--- config.mk ---
export PLATFORM = sky130hd
export DESIGN_NAME = gpio_port_ctrl
export DESIGN_NICKNAME = d
export VERILOG_FILES = /design/src/rtl/gpio_port_pkg.sv /design/src/rtl/gpio_port_sync.sv /design/src/rtl/gpio_port_regs.sv /design/src/rtl/gpio_port_pad.sv /design/src/rtl/gpio_port_rdmux.sv /design/src/rtl/gpio_port_ctrl.sv
export SDC_FILE = /design/constraint.sdc
export NUM_CORES = 1
export LEC_CHECK = 0
export BUFFER_PORTS_ARGS = -buffer_cell sky130_fd_sc_hd__buf_2
export CORE_MARGIN = 3
export CORE_UTILIZATION = 45
export DETAILED_ROUTE_END_ITERATION = 7
export PLACE_DENSITY = 0.81
export SLEW_MARGIN = 25
export SYNTH_ARGS = -nofsm -noshare
export SYNTH_HDL_FRONTEND = slang
export SYNTH_SLANG_ARGS = --single-unit
--- constraint.sdc ---
create_clock -name clk -period 2.2 [get_ports clk]
set_clock_uncertainty 0.05 [all_clocks]
set_input_delay 0.22 -clock clk [delete_from_list [all_inputs] [get_ports clk]]
set_output_delay 0.22 -clock clk [all_outputs]
set_load 0.01 [all_outputs]
--- src/rtl/gpio_port_pkg.sv ---
package gpio_port_pkg;
  localparam int unsigned REG_ADDR_W = 2;
  localparam int unsigned REG_DATA_W = 8;
  localparam logic [REG_ADDR_W-1:0] ADDR_PORT = 2'd0;
  localparam logic [REG_ADDR_W-1:0] ADDR_LAT  = 2'd1;
  localparam logic [REG_ADDR_W-1:0] ADDR_DIR  = 2'd2;
  localparam logic [REG_ADDR_W-1:0] ADDR_NONE = 2'd3;
  // bit positions inside the port register that software relies on
  localparam int unsigned PU_SELF_BIT = 6;
  localparam int unsigned PU_NBR_BIT  = 7;
endpackage

--- src/rtl/gpio_port_sync.sv ---
module gpio_port_sync #(
  parameter int unsigned W      = 3,
  parameter int unsigned STAGES = 2
) (
  input  logic         clk,
  input  logic         rst_n,
  input  logic [W-1:0] d_async,
  output logic [W-1:0] q_sync
);
  logic [W-1:0] stage_q [STAGES];

  generate
    for (genvar s = 0; s < STAGES; s++) begin : g_stage
      if (s == 0) begin : g_first
        always_ff @(posedge clk or negedge rst_n) begin
          if (!rst_n) stage_q[s] <= '0;
          else        stage_q[s] <= d_async;
        end
      end else begin : g_next
        always_ff @(posedge clk or negedge rst_n) begin
          if (!rst_n) stage_q[s] <= '0;
          else        stage_q[s] <= stage_q[s-1];
        end
      end
    end
  endgenerate

  assign q_sync = stage_q[STAGES-1];

  // cycles since reset, saturating, gates the latency check
  logic [1:0] warm_q;
  always_ff @(posedge clk or negedge rst_n) begin
    if (!rst_n)             warm_q <= '0;
    else if (warm_q != 2'd3) warm_q <= warm_q + 2'd1;
  end

  generate
    if (STAGES == 2) begin : g_chk
      p_sync_latency_r8: assert property (@(posedge clk) disable iff (!rst_n)
        (warm_q >= 2'd2) |-> (q_sync == $past(d_async, 2)));
    end
  endgenerate
endmodule

--- src/rtl/gpio_port_regs.sv ---
module gpio_port_regs
  import gpio_port_pkg::*;
#(
  parameter int unsigned PIN_W = 3
) (
  input  logic                  clk,
  input  logic                  rst_n,
  input  logic                  wr,
  input  logic [REG_ADDR_W-1:0] addr,
  input  logic [REG_DATA_W-1:0] wdata,
  output logic [PIN_W-1:0]      dir_q,
  output logic [PIN_W-1:0]      lat_q,
  output logic                  pu_self_q,
  output logic                  pu_nbr_q
);
  logic wr_port, wr_lat, wr_dir;
  assign wr_port = wr && (addr == ADDR_PORT);
  assign wr_lat  = wr && (addr == ADDR_LAT);
  assign wr_dir  = wr && (addr == ADDR_DIR);

  // bits of a write that no register keeps
  logic unused_wbits;
  assign unused_wbits = ^wdata[PU_SELF_BIT-1:PIN_W];

  always_ff @(posedge clk or negedge rst_n) begin
    if (!rst_n) begin
      dir_q     <= '1;
      lat_q     <= '0;
      pu_self_q <= 1'b0;
      pu_nbr_q  <= 1'b0;
    end else begin
      if (wr_dir) dir_q <= wdata[PIN_W-1:0];
      if (wr_lat || wr_port) lat_q <= wdata[PIN_W-1:0];
      if (wr_port) begin
        pu_self_q <= wdata[PU_SELF_BIT];
        pu_nbr_q  <= wdata[PU_NBR_BIT];
      end
    end
  end

  p_dir_write_r2: assert property (@(posedge clk) disable iff (!rst_n)
    (wr && addr == ADDR_DIR) |=> (dir_q == $past(wdata[PIN_W-1:0])));
  p_lat_write_r3: assert property (@(posedge clk) disable iff (!rst_n)
    (wr && addr == ADDR_LAT) |=> (lat_q == $past(wdata[PIN_W-1:0])));
  p_port_to_lat_r4: assert property (@(posedge clk) disable iff (!rst_n)
    (wr && addr == ADDR_PORT) |=> (lat_q == $past(wdata[PIN_W-1:0])));
  p_pu_write_r5: assert property (@(posedge clk) disable iff (!rst_n)
    (wr && addr == ADDR_PORT) |=>
      (pu_self_q == $past(wdata[PU_SELF_BIT]) && pu_nbr_q == $past(wdata[PU_NBR_BIT])));
  p_unmapped_write_r10: assert property (@(posedge clk) disable iff (!rst_n)
    (wr && addr == ADDR_NONE) |=>
      ($stable(dir_q) && $stable(lat_q) && $stable(pu_self_q) && $stable(pu_nbr_q)));
endmodule

--- src/rtl/gpio_port_pad.sv ---
module gpio_port_pad #(
  parameter int unsigned PIN_W = 3
) (
  input  logic [PIN_W-1:0] dir,
  input  logic [PIN_W-1:0] lat,
  input  logic             pu_self,
  input  logic [PIN_W-1:0] pin_sync,
  input  logic [PIN_W-1:0] ana_sel,
  output logic [PIN_W-1:0] pad_oe,
  output logic [PIN_W-1:0] pad_out,
  output logic [PIN_W-1:0] pad_pu,
  output logic [PIN_W-1:0] pin_rd
);
  generate
    for (genvar i = 0; i < PIN_W; i++) begin : g_pin
      // direction keeps control of the driver even for analog pins
      assign pad_oe[i]  = ~dir[i];
      assign pad_out[i] = lat[i];
      assign pad_pu[i]  = pu_self & dir[i];
      assign pin_rd[i]  = pin_sync[i] & ~ana_sel[i];
    end
  endgenerate
endmodule

--- src/rtl/gpio_port_rdmux.sv ---
module gpio_port_rdmux
  import gpio_port_pkg::*;
#(
  parameter int unsigned PIN_W = 3
) (
  input  logic [REG_ADDR_W-1:0] addr,
  input  logic [PIN_W-1:0]      dir,
  input  logic [PIN_W-1:0]      lat,
  input  logic                  pu_self,
  input  logic                  pu_nbr,
  input  logic [PIN_W-1:0]      pin_rd,
  output logic [REG_DATA_W-1:0] rdata
);
  always_comb begin
    rdata = '0;
    case (addr)
      ADDR_PORT: begin
        rdata[PIN_W-1:0]   = pin_rd;
        rdata[PU_SELF_BIT] = pu_self;
        rdata[PU_NBR_BIT]  = pu_nbr;
      end
      ADDR_LAT: rdata[PIN_W-1:0] = lat;
      ADDR_DIR: rdata[PIN_W-1:0] = dir;
      default:  rdata = '0;
    endcase
  end
endmodule

--- src/rtl/gpio_port_ctrl.sv ---
module gpio_port_ctrl
  import gpio_port_pkg::*;
#(
  parameter int unsigned PIN_W       = 3,
  parameter int unsigned SYNC_STAGES = 2
) (
  input  logic                  clk,
  input  logic                  rst_n,
  input  logic [REG_ADDR_W-1:0] bus_addr,
  input  logic                  bus_wr,
  input  logic [REG_DATA_W-1:0] bus_wdata,
  output logic [REG_DATA_W-1:0] bus_rdata,
  input  logic [PIN_W-1:0]      pin_in,
  input  logic [PIN_W-1:0]      ana_sel,
  output logic [PIN_W-1:0]      pad_oe,
  output logic [PIN_W-1:0]      pad_out,
  output logic [PIN_W-1:0]      pad_pu,
  output logic                  nbr_pu_en
);
  logic [PIN_W-1:0] dir_q, lat_q, pin_sync, pin_rd;
  logic             pu_self_q, pu_nbr_q;

  gpio_port_sync #(.W(PIN_W), .STAGES(SYNC_STAGES)) u_sync (
    .clk(clk), .rst_n(rst_n), .d_async(pin_in), .q_sync(pin_sync));

  gpio_port_regs #(.PIN_W(PIN_W)) u_regs (
    .clk(clk), .rst_n(rst_n), .wr(bus_wr), .addr(bus_addr), .wdata(bus_wdata),
    .dir_q(dir_q), .lat_q(lat_q), .pu_self_q(pu_self_q), .pu_nbr_q(pu_nbr_q));

  gpio_port_pad #(.PIN_W(PIN_W)) u_pad (
    .dir(dir_q), .lat(lat_q), .pu_self(pu_self_q), .pin_sync(pin_sync),
    .ana_sel(ana_sel), .pad_oe(pad_oe), .pad_out(pad_out), .pad_pu(pad_pu),
    .pin_rd(pin_rd));

  gpio_port_rdmux #(.PIN_W(PIN_W)) u_rdmux (
    .addr(bus_addr), .dir(dir_q), .lat(lat_q), .pu_self(pu_self_q),
    .pu_nbr(pu_nbr_q), .pin_rd(pin_rd), .rdata(bus_rdata));

  assign nbr_pu_en = pu_nbr_q;

  p_pu_off_output_r6: assert property (@(posedge clk) disable iff (!rst_n)
    (pad_pu & pad_oe) == '0);
  p_pu_global_off_r6: assert property (@(posedge clk) disable iff (!rst_n)
    (bus_wr && bus_addr == ADDR_PORT && !bus_wdata[PU_SELF_BIT]) |=> (pad_pu == '0));
  p_nbr_follow_r7: assert property (@(posedge clk) disable iff (!rst_n)
    (bus_wr && bus_addr == ADDR_PORT) |=> (nbr_pu_en == $past(bus_wdata[PU_NBR_BIT])));
  p_analog_zero_r9: assert property (@(posedge clk) disable iff (!rst_n)
    (bus_addr == ADDR_PORT) |-> ((bus_rdata[PIN_W-1:0] & ana_sel) == '0));
  p_reserved_zero_r4: assert property (@(posedge clk) disable iff (!rst_n)
    (bus_addr == ADDR_PORT) |-> (bus_rdata[PU_SELF_BIT-1:PIN_W] == '0));
endmodule

==> results of run 1 <==
worst max path at each step:
stage,depth (start not counted),slack (ns),from,to
global route,3,0.58,u_sync.q_sync[1],bus_rdata[1]
finish,3,0.62,u_sync.q_sync[1],bus_rdata[1]
CTS,3,0.62,u_sync.q_sync[1],bus_rdata[1]
floorplan,2,1.02,u_sync.q_sync[1],bus_rdata[1]
global placement,4,0.79,bus_addr[0],bus_rdata[1]
detailed placement,4,0.78,bus_addr[0],bus_rdata[1]
per-layer routing:
metal  wire length (um)  part of all wire [%]
met1                528                    40
met2                696                    53
met3                 92                   6.9
met4                  8                  0.60
met5                  0                     0
cell families after synthesis:
logic type | after synthesis | synth area share [%]
AO/OA/AOI/OAI | 6 | 7.939
multiplexers | 8 | 13.61
buffers and inverters | 8 | 7.939
flip-flops | 14 | 53.50
AND/OR/NAND/NOR | 14 | 16.45
other | 1 | 0.5666
worst max-delay path, cell delays in order (launching register included):
cell and delay [ns]:
dfrtp_1 0.32, or3b_2 0.45, a22oi_2 0.12, buf_2 0.15
layout by cell type, fill, tap and decap left out:
cell type      instances
inv_1                  3
nand3b_2               1
or3b_1                 2
and2_1                 3
dlygate4sd3_1          4
mux2_2                 3
mux2_1                 5
a22oi_2                3
or3b_2                 1
a21oi_1                3
nor3b_1                2
nor3b_2                1
dfrtp_1               11
clkbuf_1               1
conb_1                 3
buf_2                 30
nor2b_1                1
clkbuf_4               3
dfstp_2                3
nand2b_1               3
through the flow:
step / instance area, sq um / hold WS, ns
3_3_place_gp: 797.0 / 0.07344
6_report: 863.3 / 0.1200
3_5_place_dp: 797.0 / 0.07051
2_1_floorplan: 669.4 / -0.1256
4_1_cts: 863.3 / 0.1129
5_1_grt: 863.3 / 0.1056
where the power goes:
| part | total, mW | internal, mW | switching, mW |
|---|---|---|---|
| Clock | 0.147 | 0.0701 | 0.0773 |
| Combinational | 0.154 | 0.0790 | 0.0747 |
| Sequential | 0.319 | 0.296 | 0.0224 |
| Total | 0.620 | 0.446 | 0.174 |
area by class of cell:
cell class / instances / share of cell area, %
inverters: 3 / 1.304
well taps: 15 / 2.174
flip-flops and latches: 14 / 41.01
multi-input cells: 31 / 30.43
clock buffers: 4 / 3.043
repair buffers: 34 / 22.03
sequential cells by signal (all words and copies together) (netlist names):
name,flops
u_regs.pu_self_q,1
u_regs.pu_nbr_q,1
u_sync.stage_q,3
u_regs.lat_q,3
u_sync.q_sync,3
u_regs.dir_q,3
==> results.json, run 1 <==
{
  "groute.usage.overall_pct": 15.36,
  "portBuffers": 30,
  "leakagePower_nw": 0.4241,
  "synthCells": 51,
  "cts-htree-levels": 1,
  "path_class": "flop to output pin",
  "vias": 479,
  "synthFlopType": "dfrtp_1",
  "start_util_pct": 49.62,
  "grt-ovfl-total": 0,
  "grt_use_met1_pct": 17.59,
  "reg2reg_depth": 1,
  "hp-class": "primary input to flop",
  "synth_cell_type_count": 18,
  "diodes": 0,
  "syn-mean-instance-area_sq_um": 12.98,
  "antenna_found_initial": 0,
  "fin_util_pct": 64.73,
  "reg2reg_to": "u_regs.pu_self_q",
  "grt-busiest-layer": "met2",
  "drt-initial-drc-count": 4,
  "syn2layout_area_growth_pct": 30.43,
  "setup.reg_to_reg.worst_slack_ns": 1.32,
  "min_period_over_period_pct": 71.69,
  "drt-total-wl_um": 1325,
  "hold_depth": 2,
  "grt_pass1_vias": 483,
  "nFillCells": 109,
  "synth_edf_count": 0,
  "setup_ws_ns": 0.6228,
  "seq_area_sq_um": 354.1,
  "nets": 106,
  "rows": 13,
  "cts-root-buf": "clkbuf_4",
  "min_period_ns": 1.577,
  "core_sq_um": 1334,
  "cts_resized": 0,
  "numCtsBuffers": 3,
  "synth_most_common_cell": "dfrtp_1",
  "peakVddDrop_v": 0.0005155,
  "rsz0062_at_grt": "no",
  "cts_tree": "built",
  "viasPerCell": 4.743,
  "tns_ns": 0,
  "arrival_ns": 1.31,
  "cp-start-kind": "flop",
  "power.density_nw_per_um2": 718.1,
  "synth-seq-area-share_pct": 53.50,
  "grt.met3_usage_pct": 4.065,
  "postCtsSetupRepairBufs": 0,
  "syn_area_sq_um": 661.9,
  "die_x_um": 44.35,
  "synth_top_area_share_pct": 41.59,
  "routabilityCongestion": 0.7346,
  "finalSetupViolations": 0,
  "clock_latency_ns": 0.26,
  "hold_buffers": 4,
  "first_pass_iters": 4,
  "synth_top_area_cell": "dfrtp_1",
  "p_total_mw": 0.6199,
  "io-pin-count": 37,
  "synth_commonest_cells": "dfrtp_1 (11), mux2_1 (5), buf_4 (4)",
  "cp_max_fo": 1,
  "multiInputGateArea_sq_um": 262.8,
  "placedCellCount": 93,
  "end_kind": "output pin",
  "status": "finished clean",
  "min_to": "u_regs.pu_nbr_q",
  "async_flop_share_pct": 100.0,
  "fmax_mhz": 634.0,
  "cts.clk_slew.worst_paths_ns": 0.07,
  "drv_slew": 0,
  "dp_worst_setup_slack_ns": 0.7834,
  "timing.rr.start": "u_regs.pu_self_q",
  "grt_pass1_wl_um": 2070,
  "wl_per_cell_um": 13.12,
  "synth-seq-cells": 14,
  "drc_errors": 0,
  "hold_violations": 0,
  "yosysWarningCount": 0,
  "die_y_um": 44.35,
  "required_ns": 1.93,
  "die_area_sq_um": 1967,
  "cts_sinks": 14,
  "use_met2_pct": 25.58,
  "drive_gt1_share_pct": 52.33,
  "drv_cap": 0,
  "stdcell_count": 101,
  "synthTopCellsByArea": "dfrtp_1 (42%), dfstp_2 (12%), mux2_1 (8.5%)",
  "grt_max_degree": 15,
  "ant_nets": 0,
  "clockBufferDepth": 2,
  "worst_hold_startpoint": "bus_wdata[7]"
}
(Power assumes the default switching activity.)
==> run 2: changes to the inputs <==
Settings changed: CORE_UTILIZATION 45 to 38, PLACE_DENSITY 0.81 to 0.73.
Clock period 2.2 ns to 1.45 ns, I/O delays scaled along.
==> results.json, run 2 (synthesis results as in run 1) <==
{
  "first_pass_iters": 4,
  "cp_num_cells": 3,
  "status": "finished clean",
  "grt-busiest-layer": "met2",
  "rsz0062_at_grt": "yes",
  "leakagePower_nw": 0.4409,
  "drt-total-wl_um": 1253,
  "end_kind": "output pin",
  "arrival_ns": 1.22,
  "vias": 489,
  "power.density_nw_per_um2": 1120,
  "rows": 14,
  "drive_gt1_share_pct": 54.55,
  "core_sq_um": 1577,
  "viasPerCell": 4.702,
  "drc_errors": 0,
  "stdcell_count": 104,
  "final_cell_mix": "buf_2 (30), dfrtp_1 (11), mux2_1 (5)",
  "routabilityCongestion": 0.6793,
  "reg2reg_to": "u_regs.dir_q[1]",
  "setup.reg_to_reg.worst_slack_ns": 0.54,
  "clock_latency_ns": 0.27,
  "grt-ovfl-total": 0,
  "min_period_ns": 1.414,
  "grt_use_met1_pct": 15.76,
  "start_util_pct": 41.98,
  "fmax_mhz": 707.3,
  "grt_max_degree": 15,
  "use_met2_pct": 16.62,
  "peakVddDrop_v": 0.0007880,
  "final_common_cell": "buf_2",
  "placedCellCount": 94,
  "min_to": "u_regs.pu_self_q",
  "cp_max_fo": 1,
  "drt-initial-drc-count": 5,
  "clockBufferDepth": 2,
  "cpPeakStageDelay_ns": 0.37,
  "crit_path_cell_trace": "or3b_4, a22oi_2, buf_2",
  "ant_nets": 0,
  "cts-root-buf": "clkbuf_4",
  "hp-class": "primary input to flop",
  "min_period_over_period_pct": 97.51,
  "die_area_sq_um": 2279,
  "portBuffers": 30,
  "drv_slew": 0,
  "io-pin-count": 37,
  "grt_pass1_wl_um": 1773,
  "required_ns": 1.25,
  "path_class": "flop to output pin",
  "cts-htree-levels": 1,
  "grt.met3_usage_pct": 4.887,
  "path_delay_family": "simple AND/OR/NAND/NOR gates",
  "die_x_um": 47.74,
  "cts_sinks": 14,
  "fin_util_pct": 56.59,
  "grt_pass1_vias": 433,
  "diodes": 0,
  "cts_tree": "built",
  "groute.usage.overall_pct": 11.73,
  "cp_slowest_cell": "or3b_4",
  "syn2layout_area_growth_pct": 34.78,
  "hold_violations": 0,
  "nets": 108,
  "cts.clk_slew.worst_paths_ns": 0.08,
  "die_y_um": 47.74,
  "timing.rr.start": "u_regs.dir_q[1]",
  "numCtsBuffers": 3,
  "drv_cap": 0,
  "cp-start-kind": "flop",
  "cp-startpoint": "u_sync.q_sync[1]",
  "critical_path_buf_inv_count": 1,
  "worst_hold_startpoint": "bus_wdata[6]",
  "hold_depth": 2,
  "finalSetupViolations": 0,
  "antenna_found_initial": 0,
  "wl_per_cell_um": 12.05,
  "reg2reg_depth": 2
}
==> run 2: cell count changes in the layout (fill, tap and decap cells not counted), sizes merged <==
cell,previous run,this run
buf,30,32
==> run 2: power breakdown <==
part           leakage (nW)  total, mW  switching, mW  internal [mW]
clock network        0.0210      0.265          0.112          0.152
logic                 0.260      0.254          0.121          0.133
registers             0.160      0.481         0.0315          0.449
==> run 2: cell type report <==
type                    instances  area (sq um)
flip-flops and latches         14         354.1
well taps                      16         20.02
fillers                       137         684.4
multi-input cells              31         265.3
repair buffers                 36         205.2
inverters                       3         11.26
clock buffers                   4         36.28
==> run 2: per-stage QoR <==
| stage | hold slack (ns) | cell area (sq um) | power, mW | setup WS (ns) | setup TNS, ns |
|---|---|---|---|---|---|
| floorplan | -0.2006 | 669.4 | 0.6216 | 0.3489 | 0 |
| CTS | 0.03842 | 877.1 | 1.001 | 0.02319 | 0 |
| global route | 0.02885 | 892.1 | 1.073 | -0.01786 | -0.04262 |
| finish | 0.04534 | 892.1 | 0.9996 | 0.03609 | 0 |
| global placement | -0.0005986 | 798.3 | 0.7125 | 0.1929 | 0 |
| detailed placement | -0.003979 | 798.3 | 0.7207 | 0.1697 | 0 |
==> run 2: worst max path at each step <==
stage / endpoint / slack [ns]
floorplan: bus_rdata[1] / 0.35
global placement: bus_rdata[1] / 0.19
detailed placement: bus_rdata[1] / 0.17
CTS: bus_rdata[1] / 0.02
global route: bus_rdata[2] / -0.02
finish: bus_rdata[1] / 0.04
==> run 2: what timing repair did <==
| item | CTS | global route |
|---|---|---|
| setup buffers | 0 | 2 |
| endpoints found under the setup margin | 1 | 3 |
| cloned | 0 | 0 |
| hold buffers | 4 | 0 |
| gates resized for setup | 1 | 0 |
| endpoints found under the hold margin | 17 | 0 |
==> run 2: layer usage <==
layer,routed length (um),vias up
met2,575,26
met1,544,222
met5,0,-
met4,0,0
met3,133,0
li1,-,241
==> run 3: changes to the inputs <==
Settings changed: CORE_UTILIZATION 38 to 42, PLACE_DENSITY 0.73 to 0.77.
Clock period 1.45 ns to 1.6 ns, I/O delays scaled along.
==> results.json, run 3 (synthesis results as in run 1) <==
{
  "status": "finished clean",
  "fmax_mhz": 659.2,
  "die_y_um": 45.70,
  "drive_gt1_share_pct": 52.33,
  "die_x_um": 45.70,
  "nets": 106,
  "cp_max_fo": 1,
  "cts.clk_slew.worst_paths_ns": 0.08,
  "cts-htree-levels": 1,
  "first_pass_iters": 4,
  "ant_nets": 0,
  "cp_slowest_cell": "or3b_2",
  "vias": 492,
  "viasPerCell": 4.871,
  "grt_pass1_vias": 507,
  "cts_tree": "built",
  "grt_max_degree": 15,
  "routabilityCongestion": 0.7132,
  "postPlaceCellArea_sq_um": 797.0,
  "core_sq_um": 1383,
  "finalSetupViolations": 0,
  "numCtsBuffers": 3,
  "start_util_pct": 47.87,
  "hold_violations": 0,
  "antenna_found_initial": 0,
  "die_area_sq_um": 2088,
  "wl_per_cell_um": 13.26,
  "drv_slew": 0,
  "drv_cap": 0,
  "drt-initial-drc-count": 5,
  "grt_use_met1_pct": 18.05,
  "cpPeakStageDelay_ns": 0.45,
  "drc_errors": 0,
  "clock_latency_ns": 0.28,
  "required_ns": 1.39,
  "arrival_ns": 1.31,
  "grt-busiest-layer": "met2",
  "peakVddDrop_v": 0.0005885,
  "min_period_ns": 1.517,
  "groute.usage.overall_pct": 15.38,
  "leakagePower_nw": 0.4241,
  "stdcell_area_sq_um": 863.3,
  "min_period_over_period_pct": 94.81,
  "syn2layout_area_growth_pct": 30.43,
  "power.density_nw_per_um2": 996.7,
  "rows": 13,
  "portBuffers": 30,
  "hp-class": "primary input to flop",
  "hold_buffers": 4,
  "use_met2_pct": 25.63,
  "cts_resized": 0,
  "postCtsSetupRepairBufs": 0,
  "cts_sinks": 14,
  "cts-root-buf": "clkbuf_4",
  "final_common_cell": "buf_2",
  "fin_util_pct": 62.44,
  "end_kind": "output pin",
  "drt-total-wl_um": 1339,
  "io-pin-count": 37,
  "grt.met3_usage_pct": 4.743,
  "clockBufferDepth": 2,
  "grt-ovfl-total": 0,
  "diodes": 0,
  "cp-start-kind": "flop",
  "path_class": "flop to output pin",
  "grt_pass1_wl_um": 2256,
  "crit_path_cell_trace": "or3b_2, a22oi_2, buf_2",
  "rsz0062_at_grt": "no",
  "tns_ns": 0,
  "critical_path_buf_inv_count": 1,
  "path_delay_family": "simple AND/OR/NAND/NOR gates",
  "final_cell_mix": "buf_2 (30), dfrtp_1 (11), mux2_1 (5)"
}
==> run 3: cell count changes in the layout (fill, tap and decap cells not counted) <==
cell	before	now
buf_4	2	0
clkbuf_1	0	1
clkbuf_8	1	0
or3b_2	0	1
or3b_4	1	0
==> run 3: layout make-up <==
| class | count | area, sq um |
|---|---|---|
| sequential | 14 | 354.1 |
| tap | 15 | 18.77 |
| timing repair buffer | 34 | 190.2 |
| inverter | 3 | 11.26 |
| clock buffer | 4 | 26.28 |
| fill | 113 | 519.2 |
| multi-input combinational | 31 | 262.8 |
==> run 3: worst paths after layout <==
check	start	endpoint	slack, ns	cells past startpoint
worst max-delay path	u_sync.q_sync[1]	bus_rdata[1]	0.08	3
worst min-delay path	bus_wdata[6]	u_regs.pu_self_q	0.04	2
worst max register to register	u_regs.pu_self_q	u_regs.pu_self_q	0.73	1
worst min register to register	u_sync.stage_q[4]	u_sync.q_sync[1]	0.31	0
max in group asynchronous	rst_n	u_regs.dir_q[1]	0.96	2
min in group asynchronous	rst_n	u_sync.stage_q[5]	0.24	2
==> run 3: metrics by stage <==
stage	setup WS, ns	cells	power (mW)	hold slack [ns]
floorplan	0.4839	53	0.5633	-0.1856
global placement	0.3090	93	0.6449	0.01285
detailed placement	0.2914	93	0.6548	0.02413
CTS	0.06639	101	0.8762	0.03314
global route	0.009444	101	0.9229	0.03527
finish	0.08305	101	0.8605	0.04129
==> run 3: routing by layer <==
layer | wire [um] | part of all wire [%]
met2 | 675 | 50
met4 | 21 | 1.6
met5 | 0 | 0
met1 | 530 | 40
met3 | 112 | 8.4
==> run 3: power breakdown <==
| group | total [mW] | switching, mW | internal (mW) |
|---|---|---|---|
| clock network | 0.209 | 0.112 | 0.0968 |
| registers | 0.441 | 0.0332 | 0.408 |
| logic | 0.211 | 0.102 | 0.109 |
| total | 0.861 | 0.248 | 0.613 |
